## src/rtl/lw_sram_pkg.sv

```systemverilog
package lw_sram_pkg;

  // Offset of a beat within a four-word group.
  function automatic logic [1:0] beat_offset(input logic [1:0] start,
                                             input logic [1:0] beat,
                                             input logic       linear);
    logic [1:0] r;
    if (linear) r = start + beat;
    else        r = start ^ beat;
    return r;
  endfunction

endpackage

```

## src/rtl/lw_sram_sleep.sv

```systemverilog
module lw_sram_sleep #(
  parameter int RECOV_CYC = 2
) (
  input  logic clk,
  input  logic rst_n,
  input  logic sleep_req,
  output logic asleep,
  output logic blocked
);
  localparam int CW = $clog2(RECOV_CYC + 2);

  logic          sync1;
  logic [CW-1:0] recov_cnt;

  always_ff @(posedge clk or negedge rst_n) begin
    if (!rst_n) begin
      sync1     <= 1'b0;
      asleep    <= 1'b0;
      recov_cnt <= '0;
    end else begin
      sync1  <= sleep_req;
      asleep <= sync1;
      if (asleep)              recov_cnt <= CW'(RECOV_CYC);
      else if (recov_cnt != 0) recov_cnt <= recov_cnt - 1'b1;
    end
  end

  assign blocked = asleep | (recov_cnt != '0);

endmodule

```

## src/rtl/lw_sram_burst.sv

```systemverilog
module lw_sram_burst
  import lw_sram_pkg::*;
#(
  parameter int AW = 6
) (
  input  logic          clk,
  input  logic          rst_n,
  input  logic          cmd_en,
  input  logic          cmd_we,
  input  logic          cmd_adv,
  input  logic [AW-1:0] cmd_addr,
  input  logic          lin_order,
  input  logic          blocked,
  output logic          wr_issue,
  output logic          rd_issue,
  output logic [AW-1:0] eff_addr,
  output logic          reject
);
  logic          active, is_wr, lin_q;
  logic [AW-1:0] base;
  logic [1:0]    beat;

  logic          load, cont;
  logic [AW-1:0] base_sel;
  logic [1:0]    beat_sel;
  logic          lin_sel;

  always_comb begin
    load     = cmd_en & ~cmd_adv & ~blocked;
    cont     = cmd_adv & active & ~blocked;
    base_sel = load ? cmd_addr  : base;
    beat_sel = load ? 2'd0      : beat + 2'd1;
    lin_sel  = load ? lin_order : lin_q;
    eff_addr = {base_sel[AW-1:2], beat_offset(base_sel[1:0], beat_sel, lin_sel)};
    wr_issue = load ? cmd_we  : (cont & is_wr);
    rd_issue = load ? ~cmd_we : (cont & ~is_wr);
    reject   = blocked & (cmd_en | cmd_adv);
  end

  always_ff @(posedge clk or negedge rst_n) begin
    if (!rst_n) begin
      active <= 1'b0;
      is_wr  <= 1'b0;
      lin_q  <= 1'b0;
      base   <= '0;
      beat   <= '0;
    end else if (blocked) begin
      active <= 1'b0;
    end else if (load) begin
      active <= 1'b1;
      is_wr  <= cmd_we;
      lin_q  <= lin_order;
      base   <= cmd_addr;
      beat   <= 2'd0;
    end else if (cont) begin
      beat   <= beat + 2'd1;
    end else if (!cmd_adv) begin
      active <= 1'b0;
    end
  end

endmodule

```

## src/rtl/lw_sram_array.sv

```systemverilog
module lw_sram_array #(
  parameter int AW = 6,
  parameter int NB = 2,
  parameter int BW = 8
) (
  input  logic             clk,
  input  logic             rst_n,
  input  logic             wr_issue,
  input  logic             rd_issue,
  input  logic [AW-1:0]    acc_addr,
  input  logic [NB-1:0]    wr_be,
  input  logic             commit_ok,
  input  logic [NB*BW-1:0] din,
  output logic             wr_phase,
  output logic             mem_we,
  output logic             rd_valid,
  output logic [NB*BW-1:0] rd_data
);
  localparam int DW    = NB * BW;
  localparam int DEPTH = 1 << AW;

  logic [DW-1:0] mem [DEPTH];
  logic          pend;
  logic [AW-1:0] p_addr;
  logic [NB-1:0] p_be;
  logic [NB-1:0] fwd_be;
  logic [DW-1:0] rd_word;

  always_ff @(posedge clk or negedge rst_n) begin
    if (!rst_n) begin
      pend     <= 1'b0;
      rd_valid <= 1'b0;
    end else begin
      pend     <= wr_issue;
      rd_valid <= rd_issue;
    end
  end

  always_ff @(posedge clk) begin
    if (wr_issue) begin
      p_addr <= acc_addr;
      p_be   <= wr_be;
    end
  end

  assign wr_phase = pend;
  assign mem_we   = pend & commit_ok;
  assign fwd_be   = (mem_we && p_addr == acc_addr) ? p_be : '0;

  always_ff @(posedge clk) begin
    if (mem_we)
      for (int i = 0; i < NB; i++)
        if (p_be[i]) mem[p_addr][i*BW +: BW] <= din[i*BW +: BW];
  end

  always_comb begin
    rd_word = mem[acc_addr];
    for (int i = 0; i < NB; i++)
      if (fwd_be[i]) rd_word[i*BW +: BW] = din[i*BW +: BW];
  end

  always_ff @(posedge clk) begin
    if (rd_issue) rd_data <= rd_word;
  end

endmodule

```

## src/rtl/late_write_sram.sv

```systemverilog
module late_write_sram #(
  parameter int AW        = 6,
  parameter int NB        = 2,
  parameter int BW        = 8,
  parameter int RECOV_CYC = 2
) (
  input  logic             clk,
  input  logic             rst_n,
  input  logic             cmd_en,
  input  logic             cmd_we,
  input  logic             cmd_adv,
  input  logic [AW-1:0]    cmd_addr,
  input  logic [NB-1:0]    byte_sel,
  input  logic             lin_order,
  input  logic             oe,
  input  logic             sleep_req,
  input  logic [NB*BW-1:0] dq_in,
  output logic [NB*BW-1:0] dq_out,
  output logic             dq_oe,
  output logic             sleep_state,
  output logic             access_rejected
);
  localparam int DW = NB * BW;

  logic          blocked;
  logic          wr_issue, rd_issue, reject;
  logic [AW-1:0] eff_addr;
  logic          wr_phase, mem_we, rd_valid;
  logic [DW-1:0] rd_data;

  lw_sram_sleep #(.RECOV_CYC(RECOV_CYC)) u_sleep (
    .clk(clk), .rst_n(rst_n), .sleep_req(sleep_req),
    .asleep(sleep_state), .blocked(blocked)
  );

  lw_sram_burst #(.AW(AW)) u_burst (
    .clk(clk), .rst_n(rst_n), .cmd_en(cmd_en), .cmd_we(cmd_we),
    .cmd_adv(cmd_adv), .cmd_addr(cmd_addr), .lin_order(lin_order),
    .blocked(blocked), .wr_issue(wr_issue), .rd_issue(rd_issue),
    .eff_addr(eff_addr), .reject(reject)
  );

  lw_sram_array #(.AW(AW), .NB(NB), .BW(BW)) u_array (
    .clk(clk), .rst_n(rst_n), .wr_issue(wr_issue), .rd_issue(rd_issue),
    .acc_addr(eff_addr), .wr_be(byte_sel), .commit_ok(~sleep_state),
    .din(dq_in), .wr_phase(wr_phase), .mem_we(mem_we),
    .rd_valid(rd_valid), .rd_data(rd_data)
  );

  always_ff @(posedge clk or negedge rst_n) begin
    if (!rst_n) access_rejected <= 1'b0;
    else        access_rejected <= reject;
  end

  assign dq_out = rd_data;
  assign dq_oe  = rd_valid & oe & ~wr_phase;

endmodule

```

## config.mk

```make
export PLATFORM = sky130hd
export DESIGN_NAME = late_write_sram
export DESIGN_NICKNAME = d
export VERILOG_FILES = /design/src/rtl/lw_sram_pkg.sv /design/src/rtl/lw_sram_sleep.sv /design/src/rtl/lw_sram_burst.sv /design/src/rtl/lw_sram_array.sv /design/src/rtl/late_write_sram.sv
export SDC_FILE = /design/constraint.sdc
export NUM_CORES = 1
export LEC_CHECK = 0
export ABC_AREA = 1
export BUFFER_PORTS_ARGS = -buffer_cell sky130_fd_sc_hd__buf_2
export CELL_PAD_IN_SITES_DETAIL_PLACEMENT = 0
export CELL_PAD_IN_SITES_GLOBAL_PLACEMENT = 1
export CORE_MARGIN = 2
export CORE_UTILIZATION = 30
export DETAILED_ROUTE_END_ITERATION = 16
export PLACE_DENSITY_LB_ADDON = 0.1
export SETUP_SLACK_MARGIN = 0.4
export SYNTH_ARGS = -nofsm -noshare
export SYNTH_HDL_FRONTEND = slang
export SYNTH_SLANG_ARGS = --single-unit
export TNS_END_PERCENT = 50
```

## constraint.sdc

```tcl
create_clock -name clk -period 3.7 [get_ports clk]
set_input_delay 0.185 -clock clk [delete_from_list [all_inputs] [get_ports clk]]
set_output_delay 0.185 -clock clk [all_outputs]
set_load 0.01 [all_outputs]
```

==> impl_metrics.toml, run 1 <==
[route]
avgViaCountPerCell = 5.02
vias = 27800
drtAntennaViolNets = 0
wirelength_mm = 148
remaining_drc_errors = 0
wire_per_inst_um = 26.7
initialDrtViolationCount = 2458
drt-pass1-iter-count = 7

[yosys]
synth_top_area_share_pct = 71.1
ys_seq_area_share_pct = 72.1
syn_area_sq_mm = 0.0443
yosysTopAreaCell = "edfxtp_1"
async_reset_ff_share_pct = 1.69
synthCells = 3225
synth-seq-cells = 1066
yosysUniqueCellTypes = 33
synth_edf_count = 1048
yosysWarnings = 0
synth_area_leaders = "edfxtp_1 71%, mux2i_1 9.8%, nand3_1 9.3%"
syn_nets = 3259
synth_top_flop_cell = "edfxtp_1"
avgSynthCellArea_sq_um = 13.7

[floorplan]
floorplan.initialDensity_pct = 30.3
dieArea_sq_mm = 0.151
io_pins = 51
rows = 140
fp.dieW_um = 388
die_height_um = 388
core-area_sq_mm = 0.146

[timing]
max_slew_margin_pct = 15.0
worst_pin_slew_ns = 1.28
min_period_ns = 3.26
skew_ns = 0.0303
holdWs_ns = 0.0517
setup_viol = 0
rsz0062_at_grt = "true"
hold_viol_final = 0
period_share_pct = 88.0
slew_viol_final = 0
fmax_mhz = 307

[global_routing]
grt_pass1_vias = 28000
grt_max_degree = 104
grt_pass1_wl_mm = 206
grt_antenna_before_repair = 3
grt-ovfl-total = 0
grt_usage_pct = 18.9

[critical_path]
cpMaxStageDelayCell = "dfrtp_1"
cp_common_cell = "nand3_1"
crit_path_start_kind = "flop"
criticalPathCategory = "reg2reg"
cp_slowest_stage_delay_ns = 0.39
crit_chain = "inv_2, ha_4, inv_2, nor2_4, nand2_4, nand2_4, nand2_2, ha_4, buf_12, buf_16, buf_12, buf_12, mux2i_1, nand3_1, nand3_1, nand3_1, nand3_1, nand3_2, nand3_1, nand2_1"
cp_max_fo = 12
critPathTopFamily = "simple AND/OR/NAND/NOR gates"
cp-end-kind = "flop"
crit_arrival_ns = 3.75
path_buf_inv = 6
required_ns = 4.19

[layout]
mostFrequentLayoutCells = "1048 x edfxtp_1, 711 x nand3_1, 461 x nand2_1"
fillerInstances = 13900
instances_no_fill = 5530
final_common_cell = "edfxtp_1"
final_util_pct = 37.5
fin_nets = 3555
area_growth_pct = 23.9
drive_gt1_share_pct = 19.3

[worst_hold_path]
hp-class = "in2reg"

[clocking]
cts_tree = "done"
cts_buffers = 120
clkLatencyLatePin_ns = 0.74
clock_path_buffers = 3
cts_max_level = 3
ctsRootBufferMaster = "clkbuf_16"
clock_sink_count = 1066
clkTransAtPathRegs_ns = 0.06

[run_status]
status = "finished clean"

[pwr]
fin_total_pwr_mw = 54.8
p_leak_nw = 19.8
p_per_area_mw_per_mm2 = 1000
ir_worst_vdd_uv = 576

[placement]
hpwl_mm = 87.5
portBuffers = 50
gp_congestion = 0.802
numPlacedInstances = 5208

[run]
maxCapViolCount = 0
-- layout make-up --
type,count,area (sq um),area share [%]
Clock buffer,142,3170,5.78
Clock inverter,71,748,1.36
Multi-Input combinational cell,1911,12000,21.9
Sequential cell,1066,31900,58.2
Inverter,38,158,0.287
Tap cell,1917,2400,4.37
Timing Repair Buffer,384,4410,8.04
Antenna cell,1,2.50,0.00456
-- cells by family (layout without fill, tap and decap cells) --
kind of cell,after synthesis,in the layout,share of synthesized area (%)
adders and majority gates,2,2,0.0565
DFF,1066,1066,72.1
xor gates and xnor gates,4,4,0.122
and+or+nand+nor,1450,1451,14.9
muxes,432,432,9.77
other,0,1,0
AOI/OAI and AO/OA,22,22,0.322
buffers and inverters,249,635,2.78
-- path summary, 6_finish.rpt --
path,startpoint,to,slack (ns),depth (start not counted)
setup / recovery,u_sleep.recov_cnt[0],u_array.rd_data[14],0.44,20
hold / removal,dq_in[8],u_array.mem[62][8],0.05,1
setup reg to reg,u_sleep.recov_cnt[0],u_array.rd_data[14],0.44,20
hold reg to reg,u_sleep.sync1,u_sleep.asleep,0.36,0
max in group asynchronous,rst_n,u_array.wr_phase,2.52,3
min in group asynchronous,rst_n,u_array.rd_valid,0.64,3
-- per-stage QoR --
stage               setup WS [ns]  instance area, sq um  setup TNS (ns)
finish                      0.444                 54800               0
global route                0.294                 54800               0
detailed placement         -0.152                 48100          -0.570
CTS                         0.407                 53800               0
floorplan                   0.408                 44300               0
global placement           -0.171                 48100          -0.741
-- report_power, final --
group	internal, mW	leakage (nW)	switching [mW]
registers	13.4	9.64	0.0507
clock network	7.15	1.92	4.88
logic	12.1	8.26	17.2
-- cells in the mapped netlist, types with 7 or more instances --
master	n
buf_1	19
buf_2	65
buf_6	27
clkbuf_1	97
dfrtp_1	18
edfxtp_1	1048
inv_1	31
inv_2	7
mux2i_1	432
nand2_1	464
nand3_1	819
nor2_1	130
nor3_1	24
o21ai_0	10
-- sequential cells by signal, indices dropped and copies added, names as in the netlist --
register,cells
u_array.rd_data,16
u_array.mem,1024
u_sleep.sync1,1
u_burst.is_wr,1
u_array.p_be,2
u_burst.beat,2
u_array.wr_phase,1
access_rejected,1
u_burst.base,6
u_sleep.recov_cnt,2
u_sleep.asleep,1
u_array.rd_valid,1
u_burst.active,1
u_array.p_addr,6
u_burst.lin_q,1
-- routing by layer --
| metal | vias up | global-route usage (%) | routed length (um) |
|---|---|---|---|
| li1 | 12600 | - | - |
| met1 | 14300 | 25.8 | 66000 |
| met2 | 702 | 31.4 | 72300 |
| met3 | 184 | 2.75 | 6470 |
| met4 | 2 | 5.04 | 3160 |
| met5 | - | 0 | 13 |
-- what timing repair did --
item | 4_1_cts | 5_1_grt
gates cloned | 24 | 14
buffers inserted | 27 | 17
endpoints found under the setup margin | 16 | 16
resized for setup | 115 | 128
hold buffers | 26 | 0
hold endpoints to repair | 109 | 0
pin swaps | 19 | 42
Power figures use the tool's default switching activity.
==> run 2: changes to the inputs <==
Clock period 3.7 ns to 2.7 ns, I/O delays scaled along.
==> run 2 against run 1 <==
Effect of this change: the run now ends with negative setup slack left; global-route usage grew 0.13 points; die area is the same; register-to-register slack lost 0.86 ns; critical endpoint is now u_array.rd_data[7]; largest power group unchanged.
==> impl_metrics.toml, run 2 (synthesized netlist as in run 1, its figures left out) <==
[layout]
drive_gt1_share_pct = 25.4
area_growth_pct = 30.3
mostFrequentLayoutCells = "1048 x edfxtp_1, 644 x nand3_1, 460 x nand2_1"
fillerInstances = 13800
largestRegisters = "u_array.mem x1024, u_array.rd_data x16"
regArea_sq_mm = 0.0319
instances_no_fill = 5698
multi_input_area_sq_mm = 0.0127
final_util_pct = 39.5
largest_register_ffs = 1024
fin_nets = 3717
largest-register = "u_array.mem"
final_common_cell = "edfxtp_1"

[floorplan]
die_height_um = 388
fp.dieW_um = 388
rows = 140
floorplan.initialDensity_pct = 30.3
dieArea_sq_mm = 0.151
io_pins = 51
core-area_sq_mm = 0.146

[run]
maxCapViolCount = 0

[critical_path]
r2r_slack_ns = -0.42
required_ns = 3.20
criticalPathCategory = "reg2reg"
crit_path_start_kind = "flop"
reg2reg_to = "u_array.rd_data[7]"
cp_max_fo = 6
timing.rr.start = "u_sleep.recov_cnt[0]"
cp-end-kind = "flop"
worstRegToRegCells = 21
crit_arrival_ns = 3.62

[clocking]
clkTransAtPathRegs_ns = 0.06
clock_path_buffers = 3
cts_max_level = 4
cts_buffers = 131
clkLatencyLatePin_ns = 0.76
clock_sink_count = 1066
cts_tree = "done"
ctsRootBufferMaster = "clkbuf_16"

[route]
drtAntennaViolNets = 0
vias = 28400
remaining_drc_errors = 0
wire_per_inst_um = 26.1
initialDrtViolationCount = 2250
wirelength_mm = 149
avgViaCountPerCell = 4.99
drt-pass1-iter-count = 5

[timing]
slew_viol_final = 0
fin_tns_setup_ns = -6.17
worst_slack_ns = -0.415
rsz0062_at_grt = "true"
fmax_mhz = 321
worst_pin_slew_ns = 1.06
setup_viol = 16
skew_ns = 0.0275
hold_viol_final = 0
min_period_ns = 3.12
max_slew_margin_pct = 29.3
period_share_pct = 115

[worst_hold_path]
min_from = "dq_in[14]"
hp-class = "in2reg"
holdPathStages = 1
hold_end = "u_array.mem[12][14]"

[global_routing]
grt_max_degree = 66
grt_antenna_before_repair = 3
grt_usage_pct = 19.0
grt-ovfl-total = 0
grt_pass1_vias = 28900
grt_pass1_wl_mm = 208

[run_status]
status = "finished, violations left"
violations = "negative setup slack"

[pwr]
p_leak_nw = 21.2
ir_worst_vdd_uv = 848
p_per_area_mw_per_mm2 = 1400
fin_total_pwr_mw = 80.5

[placement]
hpwl_mm = 91.8
portBuffers = 50
gp_congestion = 0.854
numPlacedInstances = 5299
run 2: cell types whose count changed in the layout (fill, tap and decap cells not counted), sizes merged:
cell	change
buf	+134
clkbuf	+34
clkinv	-18
dlygate4sd3	+13
nand2	+2
bufbuf	-1
bufinv	+1
clkinvlp	+1
inv	+1
nand3b	+1
run 2: worst max-delay path by stage:
stage	start	to	cells past startpoint
final	u_sleep.recov_cnt[0]	u_array.rd_data[7]	21
after global routing	u_sleep.recov_cnt[1]	u_array.rd_data[7]	21
after CTS	u_sleep.recov_cnt[0]	u_array.rd_data[5]	21
after detailed placement	u_sleep.recov_cnt[1]	u_array.rd_data[9]	19
after global placement	u_sleep.recov_cnt[0]	u_array.rd_data[4]	20
after floorplan	u_sleep.recov_cnt[0]	u_array.rd_data[5]	21
run 2: per-stage QoR:
step	area, sq um	hold WS (ns)	setup slack, ns
after floorplan	45000	-0.161	-0.221
after global placement	49200	0.0955	-0.828
after detailed placement	49200	0.100	-0.710
after CTS	55800	0.0325	-0.428
after global routing	57700	0.0479	-0.594
final	57700	0.0430	-0.415
run 2: final cells by class:
class	instances	area share [%]
antenna	1	0.00434
clock buffer	174	6.37
clock inverter	56	1.24
inverter	38	0.304
multi-input combinational	1914	22.0
sequential	1066	55.3
tap	1917	4.16
timing repair buffer	532	10.6
run 2: repair_timing:
item                       4_1_cts  5_1_grt
gates resized for setup        198      200
setup endpoints to repair      238      230
gates cloned                    20       20
hold buffers                    40        0
hold endpoints to repair       521        0
pin swaps                       18       48
setup buffers                   30       59
run 2: power breakdown:
group,leakage [nW],internal [mW],switching [mW]
logic,9.40,19.5,24.6
registers,9.64,18.4,0.0714
clock network,2.12,11.1,6.82
total,21.2,49.1,31.5
run 2: routing by layer:
layer | wire, um | global-route usage [%] | up-vias | share of wire, %
met5 | 0 | 0 | - | 0
met3 | 6360 | 2.81 | 189 | 4.3
met2 | 72700 | 31.8 | 667 | 49
li1 | - | - | 12900 | -
met1 | 66100 | 25.9 | 14600 | 45
met4 | 3430 | 5.15 | 0 | 2.3
run 2: critical path, stage by stage, from the launching register on:
cell and delay (ns):
dfrtp_1 0.38, inv_1 0.06, ha_2 0.18, inv_2 0.05
nor2_4 0.10, nand2_4 0.09, nand2_4 0.08, nand2_4 0.05
ha_4 0.29, buf_12 0.15, buf_12 0.13, buf_16 0.16
buf_16 0.15, buf_8 0.13, mux2i_2 0.23, nand3_1 0.11
nand3_1 0.09, nand3_1 0.08, nand3_1 0.10, nand3_2 0.10
nand3_2 0.09, nand2_1 0.05
